`src/rtl/wdt_guard_pkg.sv`:
```
package wdt_guard_pkg;
   typedef enum logic {
      WD_TIMEOUT = 1'b0,
      WD_WINDOW  = 1'b1
   } wd_mode_e;

   typedef enum logic [1:0] {
      EV_NONE  = 2'd0,
      EV_GOOD  = 2'd1,
      EV_EARLY = 2'd2,
      EV_LATE  = 2'd3
   } wd_event_e;
endpackage

```
`src/rtl/wdt_guard_count.sv`:
```
module wdt_guard_count #(
   parameter int CW = 16
) (
   input  logic          clk,
   input  logic          rst,
   input  logic          tick,
   input  logic          clear,
   output logic [CW-1:0] cnt
);
   always_ff @(posedge clk) begin
      if (rst || clear) cnt <= '0;
      else if (tick)    cnt <= cnt + 1'b1;
   end
endmodule

```
`src/rtl/wdt_guard_frame.sv`:
```
module wdt_guard_frame
   import wdt_guard_pkg::*;
#(
   parameter int CW         = 16,
   parameter int HALF_SHIFT = 1,
   parameter bit END_REG    = 1'b1
) (
   input  logic          clk,
   input  logic          rst,
   input  logic          restart,
   input  wd_mode_e      mode_in,
   input  logic [CW-1:0] period_in,
   output wd_mode_e      mode_q,
   output logic [CW-1:0] closed_len,
   output logic [CW-1:0] end_idx
);
   logic [CW-1:0] per_q;

   always_ff @(posedge clk) begin
      if (rst || restart) begin
         mode_q <= mode_in;
         per_q  <= period_in;
      end
   end

   assign closed_len = per_q >> HALF_SHIFT;

   generate
      if (END_REG) begin : g_end_reg
         logic [CW-1:0] end_q;
         always_ff @(posedge clk) begin
            if (rst || restart) end_q <= period_in - 1'b1;
         end
         assign end_idx = end_q;
      end else begin : g_end_comb
         assign end_idx = per_q - 1'b1;
      end
   endgenerate
endmodule

```
`src/rtl/wdt_guard_judge.sv`:
```
module wdt_guard_judge
   import wdt_guard_pkg::*;
#(
   parameter int CW = 16
) (
   input  logic          clk,
   input  logic          rst,
   input  logic          tick,
   input  logic          kick,
   input  logic [CW-1:0] cnt,
   input  wd_mode_e      mode_q,
   input  logic [CW-1:0] closed_len,
   input  logic [CW-1:0] end_idx,
   output logic          restart,
   output logic          rst_req,
   output logic          open_win
);
   wd_event_e ev;

   always_comb begin
      open_win = (mode_q == WD_TIMEOUT) || (cnt >= closed_len);
      if (kick)                       ev = open_win ? EV_GOOD : EV_EARLY;
      else if (tick && cnt == end_idx) ev = EV_LATE;
      else                            ev = EV_NONE;
      restart = (ev != EV_NONE);
   end

   always_ff @(posedge clk) begin
      if (rst) rst_req <= 1'b0;
      else     rst_req <= (ev == EV_EARLY) || (ev == EV_LATE);
   end

   // refused kick leads to a request one cycle later
   a_r4_early_kick: assert property (@(posedge clk) disable iff (rst)
      (kick && !open_win) |=> rst_req);
   // accepted kick never requests a reset
   a_r5_good_kick: assert property (@(posedge clk) disable iff (rst)
      (kick && open_win) |=> !rst_req);
   // kick on the final tick wins over expiry
   a_r9_kick_beats_end: assert property (@(posedge clk) disable iff (rst)
      (kick && tick && cnt == end_idx) |=> !rst_req);
endmodule

```
`src/rtl/wdt_guard.sv`:
```
module wdt_guard
   import wdt_guard_pkg::*;
#(
   parameter int CW         = 16,
   parameter int HALF_SHIFT = 1,
   parameter bit END_REG    = 1'b1
) (
   input  logic          clk,
   input  logic          rst,
   input  logic          tick_en,
   input  logic          mode_win,
   input  logic          kick,
   input  logic [CW-1:0] period,
   output logic          rst_req,
   output logic          open_win
);
   generate
      if (CW < 2) begin : g_bad_cw
         $error("wdt_guard: CW must be at least 2");
      end
      if (HALF_SHIFT < 1 || HALF_SHIFT >= CW) begin : g_bad_shift
         $error("wdt_guard: HALF_SHIFT must lie in 1..CW-1");
      end
   endgenerate

   logic [CW-1:0] cnt;
   logic [CW-1:0] closed_len;
   logic [CW-1:0] end_idx;
   logic          restart;
   wd_mode_e      mode_q;
   wd_mode_e      mode_sel;

   assign mode_sel = mode_win ? WD_WINDOW : WD_TIMEOUT;

   wdt_guard_count #(.CW(CW)) u_count (
      .clk   (clk),
      .rst   (rst),
      .tick  (tick_en),
      .clear (restart),
      .cnt   (cnt)
   );

   wdt_guard_frame #(.CW(CW), .HALF_SHIFT(HALF_SHIFT), .END_REG(END_REG)) u_frame (
      .clk        (clk),
      .rst        (rst),
      .restart    (restart),
      .mode_in    (mode_sel),
      .period_in  (period),
      .mode_q     (mode_q),
      .closed_len (closed_len),
      .end_idx    (end_idx)
   );

   wdt_guard_judge #(.CW(CW)) u_judge (
      .clk        (clk),
      .rst        (rst),
      .tick       (tick_en),
      .kick       (kick),
      .cnt        (cnt),
      .mode_q     (mode_q),
      .closed_len (closed_len),
      .end_idx    (end_idx),
      .restart    (restart),
      .rst_req    (rst_req),
      .open_win   (open_win)
   );

   // count frozen without a tick and without a restart
   a_r2_hold_no_tick: assert property (@(posedge clk) disable iff (rst)
      (!tick_en && !restart) |=> $stable(cnt));
   // every request is seen with the new period already at zero
   a_r10_restart_zero: assert property (@(posedge clk) disable iff (rst)
      rst_req |-> (cnt == '0));
   // timeout mode never shows a closed window
   a_r7_timeout_open: assert property (@(posedge clk) disable iff (rst)
      (mode_q == WD_TIMEOUT) |-> open_win);
   // captured mode only moves at a period start
   a_r8_hold_mode: assert property (@(posedge clk) disable iff (rst)
      !restart |=> $stable(mode_q));
endmodule

```
`config.mk`:
```
export PLATFORM = sky130hd
export DESIGN_NAME = wdt_guard
export DESIGN_NICKNAME = d
export VERILOG_FILES = /design/src/rtl/wdt_guard_pkg.sv /design/src/rtl/wdt_guard_count.sv /design/src/rtl/wdt_guard_frame.sv /design/src/rtl/wdt_guard_judge.sv /design/src/rtl/wdt_guard.sv
export SDC_FILE = /design/constraint.sdc
export NUM_CORES = 1
export LEC_CHECK = 0
export BUFFER_PORTS_ARGS = -buffer_cell sky130_fd_sc_hd__buf_2
export CORE_MARGIN = 4
export CORE_UTILIZATION = 30
export CTS_CLUSTER_DIAMETER = 80
export DETAILED_ROUTE_END_ITERATION = 10
export SLEW_MARGIN = 20
export SYNTH_ARGS = -nofsm -noshare
export SYNTH_HDL_FRONTEND = slang
export SYNTH_SLANG_ARGS = --single-unit
```
`constraint.sdc`:
```
create_clock -name clk -period 2.16 [get_ports clk]
set_input_delay 0.108 -clock clk [delete_from_list [all_inputs] [get_ports clk]]
set_output_delay 0.108 -clock clk [all_outputs]
set_load 0.03 [all_outputs]
```
# Word level (Yosys, flattened, before mapping)
# Cells that the tools add are included.
dict set report totals {
  word_cells 21
  out_inout_bits 2
  reg_bits 50
}
dict set report op_classes {
  n_reduce_logical 5
  n_lt_le_gt_ge 1
  n_addsub 2
  n_mux 4
  n_eq_ne 3
  n_bitwise 1
}
# operator n
set op_table {}
lappend op_table {{adder 16 x 1 -> 16 bit, second input constant} 1}
lappend op_table {{equality test 16 bit} 1}
lappend op_table {{>= comparator 16 x 15 -> 1 bit} 1}
lappend op_table {{subtractor 16 x 1 -> 16 bit, second input constant} 1}
lappend op_table {{2-to-1 mux 2 bit} 3}
lappend op_table {{equality test 2 bit, second input constant} 2}
lappend op_table {{logical OR 1 bit} 3}
lappend op_table {{nonzero test 2 bit} 1}
lappend op_table {{logical AND 1 bit} 1}
lappend op_table {{2-to-1 mux 1 bit} 1}
lappend op_table {{NOT 1 bit} 1}

# Logic depth before layout (Yosys ltp)
dict set report logic_depth {
  ltp_word 6
  depth_mapped 7
  depth_no_buf 7
}

# Hierarchy
# Synthesis repeated with hierarchy kept, for this count alone.
dict set report unflattened {
  cells_unflattened 237
  hier_area_um2 2611.3
}
# module cells_each area_each_um2 instances
set by_module_without_submodules {}
lappend by_module_without_submodules {wdt_guard_frame 75 1247.4 1}
lappend by_module_without_submodules {wdt_guard_count 81 716.9 1}
lappend by_module_without_submodules {wdt_guard_judge 81 646.9 1}

# Worst setup path after synthesis
# OpenSTA, ideal clock, no wires.
dict set report synth_timing {
  path_kind {reg-to-reg}
  start {reg u_count.cnt[0]}
  end {reg u_judge.rst_req}
  path_stages_with_launch 8
  setup_time_ns 0.070
  slack_ns 0.210
  t_arrival_ns 1.880
  n_path_buf 0
  path_cell_list {dfxtp_1 inv_1 ha_1 nand2b_1 a2111oi_2 nor4b_1 or4b_1 a21oi_1}
}
dict set report synth_between {
  elab_chain_len 6
  word_cells_on_any_way 10
  cone_classes {order compare: 1; eq/ne: 3; mux: 3; reduce/logical: 3}
}
# item line
set synth_lines {}
lappend synth_lines {{start, declared} wdt_guard_count.sv:8} ;# output logic [CW-1:0] cnt
lappend synth_lines {{start signal, assigned} wdt_guard_count.sv:12} ;# else if (tick) cnt <= cnt + 1'b1;
lappend synth_lines {{>= comparator 16 x 15 -> 1 bit / equality test 16 bit (equally long branches)} {wdt_guard_judge.sv:21, wdt_guard_judge.sv:23}}
lappend synth_lines {{logical OR 1 bit / logical AND 1 bit (equally long branches)} {wdt_guard_judge.sv:21, wdt_guard_judge.sv:23}}
lappend synth_lines {{2-to-1 mux 2 bit (on tied branches)} {wdt_guard_judge.sv:22, wdt_guard_judge.sv:23}}
lappend synth_lines {{2-to-1 mux 2 bit *} wdt_guard_judge.sv:22} ;# if (kick) ev = open_win ? EV_GOOD : EV_EARLY;
lappend synth_lines {{equality test 2 bit} wdt_guard_judge.sv:30} ;# else rst_req <= (ev == EV_EARLY) || (ev == EV_LATE);
lappend synth_lines {{logical OR 1 bit *} wdt_guard_judge.sv:30}
lappend synth_lines {{end signal, assigned} wdt_guard_judge.sv:30}
lappend synth_lines {{end, declared} wdt_guard_judge.sv:15} ;# output logic rst_req,
# Mark *: on every way between the ends. The rest lies on a longest branch, timed or not.
# A chain may end at the register's enable or synchronous reset.

# Worst setup path after layout
dict set report layout_timing {
  start {reg u_frame.per_q[1]}
  end {out open_win}
}
dict set report layout_between {
  elab_chain_len 2
}
# item line
set layout_lines {}
lappend layout_lines {{start, declared} wdt_guard_frame.sv:17} ;# logic [CW-1:0] per_q;
lappend layout_lines {{start signal, assigned} wdt_guard_frame.sv:22} ;# per_q <= period_in;
lappend layout_lines {{>= comparator 16 x 15 -> 1 bit} wdt_guard_judge.sv:21} ;# open_win = (mode_q == WD_TIMEOUT) || (cnt >= closed_len);
lappend layout_lines {{logical OR 1 bit} wdt_guard_judge.sv:21}
lappend layout_lines {{end, declared} wdt_guard.sv:15} ;# output logic open_win
# Every way passes these cells.

==> load_flow_metrics.sql <==
INSERT INTO impl_metrics (metric_group, metric, value, unit) VALUES
('outcome', 'outcome', 'finished, final reports clean', ''),
('final_layout', 'fillerInstances', '822', ''),
('die', 'floorplan.initialDensity', '30.9', '%'),
('yosys', 'post-synth-top-count-cell', 'sky130_fd_sc_hd__edfxtp_1', ''),
('detailed_routing', 'drt-initial-drc-count', '95', ''),
('place', 'port_buffers', '22', ''),
('critical_path', 'rr_endpoint', 'u_frame.end_idx[12]$_DFFE_PP_', ''),
('sta', 'fmax', '496', 'MHz'),
('final_layout', 'multi_input_area', '1190', 'sq um'),
('grt', 'first_pass_grt_wire_length', '8.16', 'mm'),
('grt', 'number_of_antenna_violations_at_the_first_check_in_global_routing', '0', ''),
('flow_run', 'max_cap_viol_count', '0', ''),
('grt', 'first_global_vias', '1630', ''),
('yosys', 'synth_edf_count', '32', ''),
('final_layout', 'num_antenna_cells', '0', ''),
('grt', 'grt-ovfl-total', '0', ''),
('critical_path', 'critical_path.reg2reg.startpoint', 'u_count.cnt[4]$_SDFFE_PP0P_', ''),
('die', 'placement_rows', '33', ''),
('pwr', 'leakage', '1.23', 'nW'),
('clock_network', 'tritoncts', 'built', ''),
('detailed_routing', 'detail_route.vias_per_cell', '4.52', ''),
('clock_network', 'cts_made_buffers', '5', ''),
('yosys', 'share_of_the_synthesized_area_in_the_top_cell_type', '37.9', '%'),
('clock_network', 'htree_num_levels', '2', ''),
('sta', 'maxSlewViolCount', '0', ''),
('sta', 'timing.clock.skew', '4.01', 'ps'),
('sta', 'layout_setup_ws', '146', 'ps'),
('place', 'finalWeightedCongestion', '0.805', ''),
('min_path', 'hold_path_startpoint', 'period[11]', ''),
('critical_path', 'crit_type', 'reg2out', ''),
('yosys', 'ys_async_sr_fraction', '0', '%'),
('yosys', 'combinational_family_with_the_most_area_after_synthesis', 'simple AND/OR/NAND/NOR gates', ''),
('yosys', 'synthMuxAreaShare', '0.395', '%'),
('die', 'design.portCount', '23', ''),
('yosys', 'synthTopCellsByCount', 'sky130_fd_sc_hd__edfxtp_1, sky130_fd_sc_hd__nor2_1, sky130_fd_sc_hd__xor2_1', ''),
('die', 'die-width', '99.9', 'um'),
('sta', 'min_period', '2010', 'ps'),
('place', 'placement.setup.worst_slack', '179', 'ps'),
('yosys', 'ys_seq_elements', '49', ''),
('detailed_routing', 'drt.antenna.violating_nets', '0', ''),
('yosys', 'post_synth_fa_ha_maj_area_fraction', '8.39', '%'),
('clock_network', 'root_buffer', 'sky130_fd_sc_hd__clkbuf_8', ''),
('critical_path', 'required_time_of_the_critical_path', '2050', 'ps'),
('min_path', 'class_of_the_worst_hold_path', 'in2reg', ''),
('die', 'core-area', '8220', 'sq um'),
('pwr', 'ir_worst_vdd', '0.195', 'mV'),
('place', 'dp_hpwl', '3.71', 'mm'),
('yosys', 'fraction_of_synthesized_cell_area_in_xor_and_xnor_cells', '15.5', '%'),
('sta', 'final_hold_viol_count', '0', ''),
('critical_path', 'startpoint_type', 'flop', ''),
('critical_path', 'largest_fanout_on_the_critical_path', '2', ''),
('yosys', 'ys.flop_type', 'sky130_fd_sc_hd__edfxtp_1', ''),
('yosys', 'mappedNetlistNets', '267', ''),
('sta', 'rsz_0062_raised_after_global_routing', 'false', ''),
('critical_path', 'end_kind', 'output port', ''),
('final_layout', 'drive_gt1_share', '18.3', '%'),
('min_path', 'timing.hold.worst_path_depth', '1', ''),
('sta', 'transition_time_at_the_pin_with_the_least_slew_margin', '392', 'ps'),
('detailed_routing', 'vias', '1662', ''),
('clock_network', 'clock-sinks', '49', ''),
('final_layout', 'areaGrowthSynthToFinish', '17.3', '%'),
('clock_network', 'later_pin_clock_latency_in_the_skew_report', '300', 'ps'),
('clock_network', 'cts.repair_timing.setup_buffer_count', '0', ''),
('sta', 'maxSlewHeadroom', '73.6', '%'),
('yosys', 'synth_instances', '229', ''),
('clock_network', 'clk_pin_slew', '90', 'ps'),
('yosys', 'synth-compound-area-share', '3.41', '%'),
('die', 'die_h', '99.9', 'um'),
('yosys', 'yosys.area.top_type', 'sky130_fd_sc_hd__edfxtp_1', ''),
('final_layout', 'nets', '300', ''),
('yosys', 'synth_cell_type_count', '36', '');
==> cell families (layout without fill, tap and decap cells) <==
logic type / count (synthesis) / in the layout
and+or+nand+nor: 80 / 80
DFF: 49 / 49
xor gates and xnor gates: 45 / 45
buffers and inverters: 24 / 58
adders and majority gates: 17 / 17
AOI/OAI and AO/OA: 13 / 13
muxes: 1 / 1
==> how the worst max path moves through the flow <==
| stage | end | cells after the start |
|---|---|---|
| final | open_win | 7 |
| after global routing | open_win | 7 |
| after global placement | u_frame.end_idx[13]$_DFFE_PP_ | 5 |
| after detailed placement | u_judge.rst_req$_SDFF_PP0_ | 6 |
| after floorplan | u_judge.rst_req$_SDFF_PP0_ | 7 |
| after CTS | open_win | 7 |
==> area by class of cell <==
| type | instances | share of cell area (%) |
|---|---|---|
| Multi-Input combinational cell | 156 | 39.9 |
| Inverter | 22 | 2.78 |
| Timing Repair Buffer | 28 | 6.10 |
| Clock buffer | 6 | 2.44 |
| Tap cell | 105 | 4.42 |
| Clock inverter | 2 | 0.505 |
| Sequential cell | 49 | 43.9 |
==> placed cells by master, fill, tap and decap left out, types with 2 or more instances in the layout <==
master | Yosys | final
sky130_fd_sc_hd__ha_1 | 17 | 17
sky130_fd_sc_hd__and3_1 | 6 | 6
sky130_fd_sc_hd__dfxtp_1 | 17 | 14
sky130_fd_sc_hd__xnor2_1 | 15 | 15
sky130_fd_sc_hd__a21oi_1 | 6 | 6
sky130_fd_sc_hd__nor3_2 | 1 | 2
sky130_fd_sc_hd__dlygate4sd3_1 | 0 | 3
sky130_fd_sc_hd__edfxtp_1 | 32 | 32
sky130_fd_sc_hd__clkbuf_8 | 0 | 5
sky130_fd_sc_hd__dfxtp_2 | 0 | 3
sky130_fd_sc_hd__clkinvlp_4 | 0 | 2
sky130_fd_sc_hd__buf_2 | 1 | 21
sky130_fd_sc_hd__nor2_1 | 30 | 30
sky130_fd_sc_hd__nor3_1 | 5 | 4
sky130_fd_sc_hd__nand2_1 | 11 | 11
sky130_fd_sc_hd__nor4_1 | 3 | 3
sky130_fd_sc_hd__nand4_1 | 4 | 4
sky130_fd_sc_hd__o21ai_0 | 2 | 2
sky130_fd_sc_hd__nand3_1 | 6 | 6
sky130_fd_sc_hd__nor4_2 | 2 | 2
sky130_fd_sc_hd__xor2_1 | 30 | 30
sky130_fd_sc_hd__nand3b_1 | 2 | 2
sky130_fd_sc_hd__inv_1 | 22 | 22
sky130_fd_sc_hd__buf_4 | 1 | 2
==> per-stage QoR <==
step	power [mW]	cell area, sq um	utilization, %	instances
global route	1.91	2970	36.2	368
floorplan	1.21	2530	-	229
CTS	1.83	2940	35.7	368
global placement	1.29	2810	34.2	357
finish	1.83	2970	36.2	368
detailed placement	1.29	2810	34.2	357
==> sequential cells by signal, summed over array words and instances, names as in the netlist <==
| name | count |
|---|---|
| u_judge.rst_req | 1 |
| u_frame.per_q | 15 |
| u_count.cnt | 16 |
| u_frame.mode_q | 1 |
| u_frame.end_idx | 16 |
==> where the power goes <==
part / switching, mW / internal, mW
Sequential: 0.0232 / 1.07
Clock: 0.316 / 0.229
Combinational: 0.111 / 0.0870
==> layer usage <==
| metal | track usage [%] | part of all wire [%] | vias up |
|---|---|---|---|
| met5 | 0 | 0 | - |
| met4 | 3.47 | 2.0 | 0 |
| met3 | 2.08 | 2.8 | 8 |
| met2 | 18.0 | 50 | 24 |
| met1 | 13.3 | 45 | 779 |
| li1 | - | - | 851 |
==> critical path: stages (launching register included) <==
cell and delay, ps:
sky130_fd_sc_hd__edfxtp_1 380, sky130_fd_sc_hd__ha_1 280, sky130_fd_sc_hd__nand2b_4 150, sky130_fd_sc_hd__a2111oi_4 360, sky130_fd_sc_hd__nor4b_4 90, sky130_fd_sc_hd__nor2_1 110, sky130_fd_sc_hd__nand2_1 80, sky130_fd_sc_hd__buf_6 160
==> repair_timing <==
item,in CTS,in global routing
gates resized for setup,2,9
hold buffers,3,0
hold endpoints to repair,3,0
setup endpoints to repair,1,1
cloned,0,0
pin swaps,0,3
No activity file was read; power rests on OpenSTA's default activity.
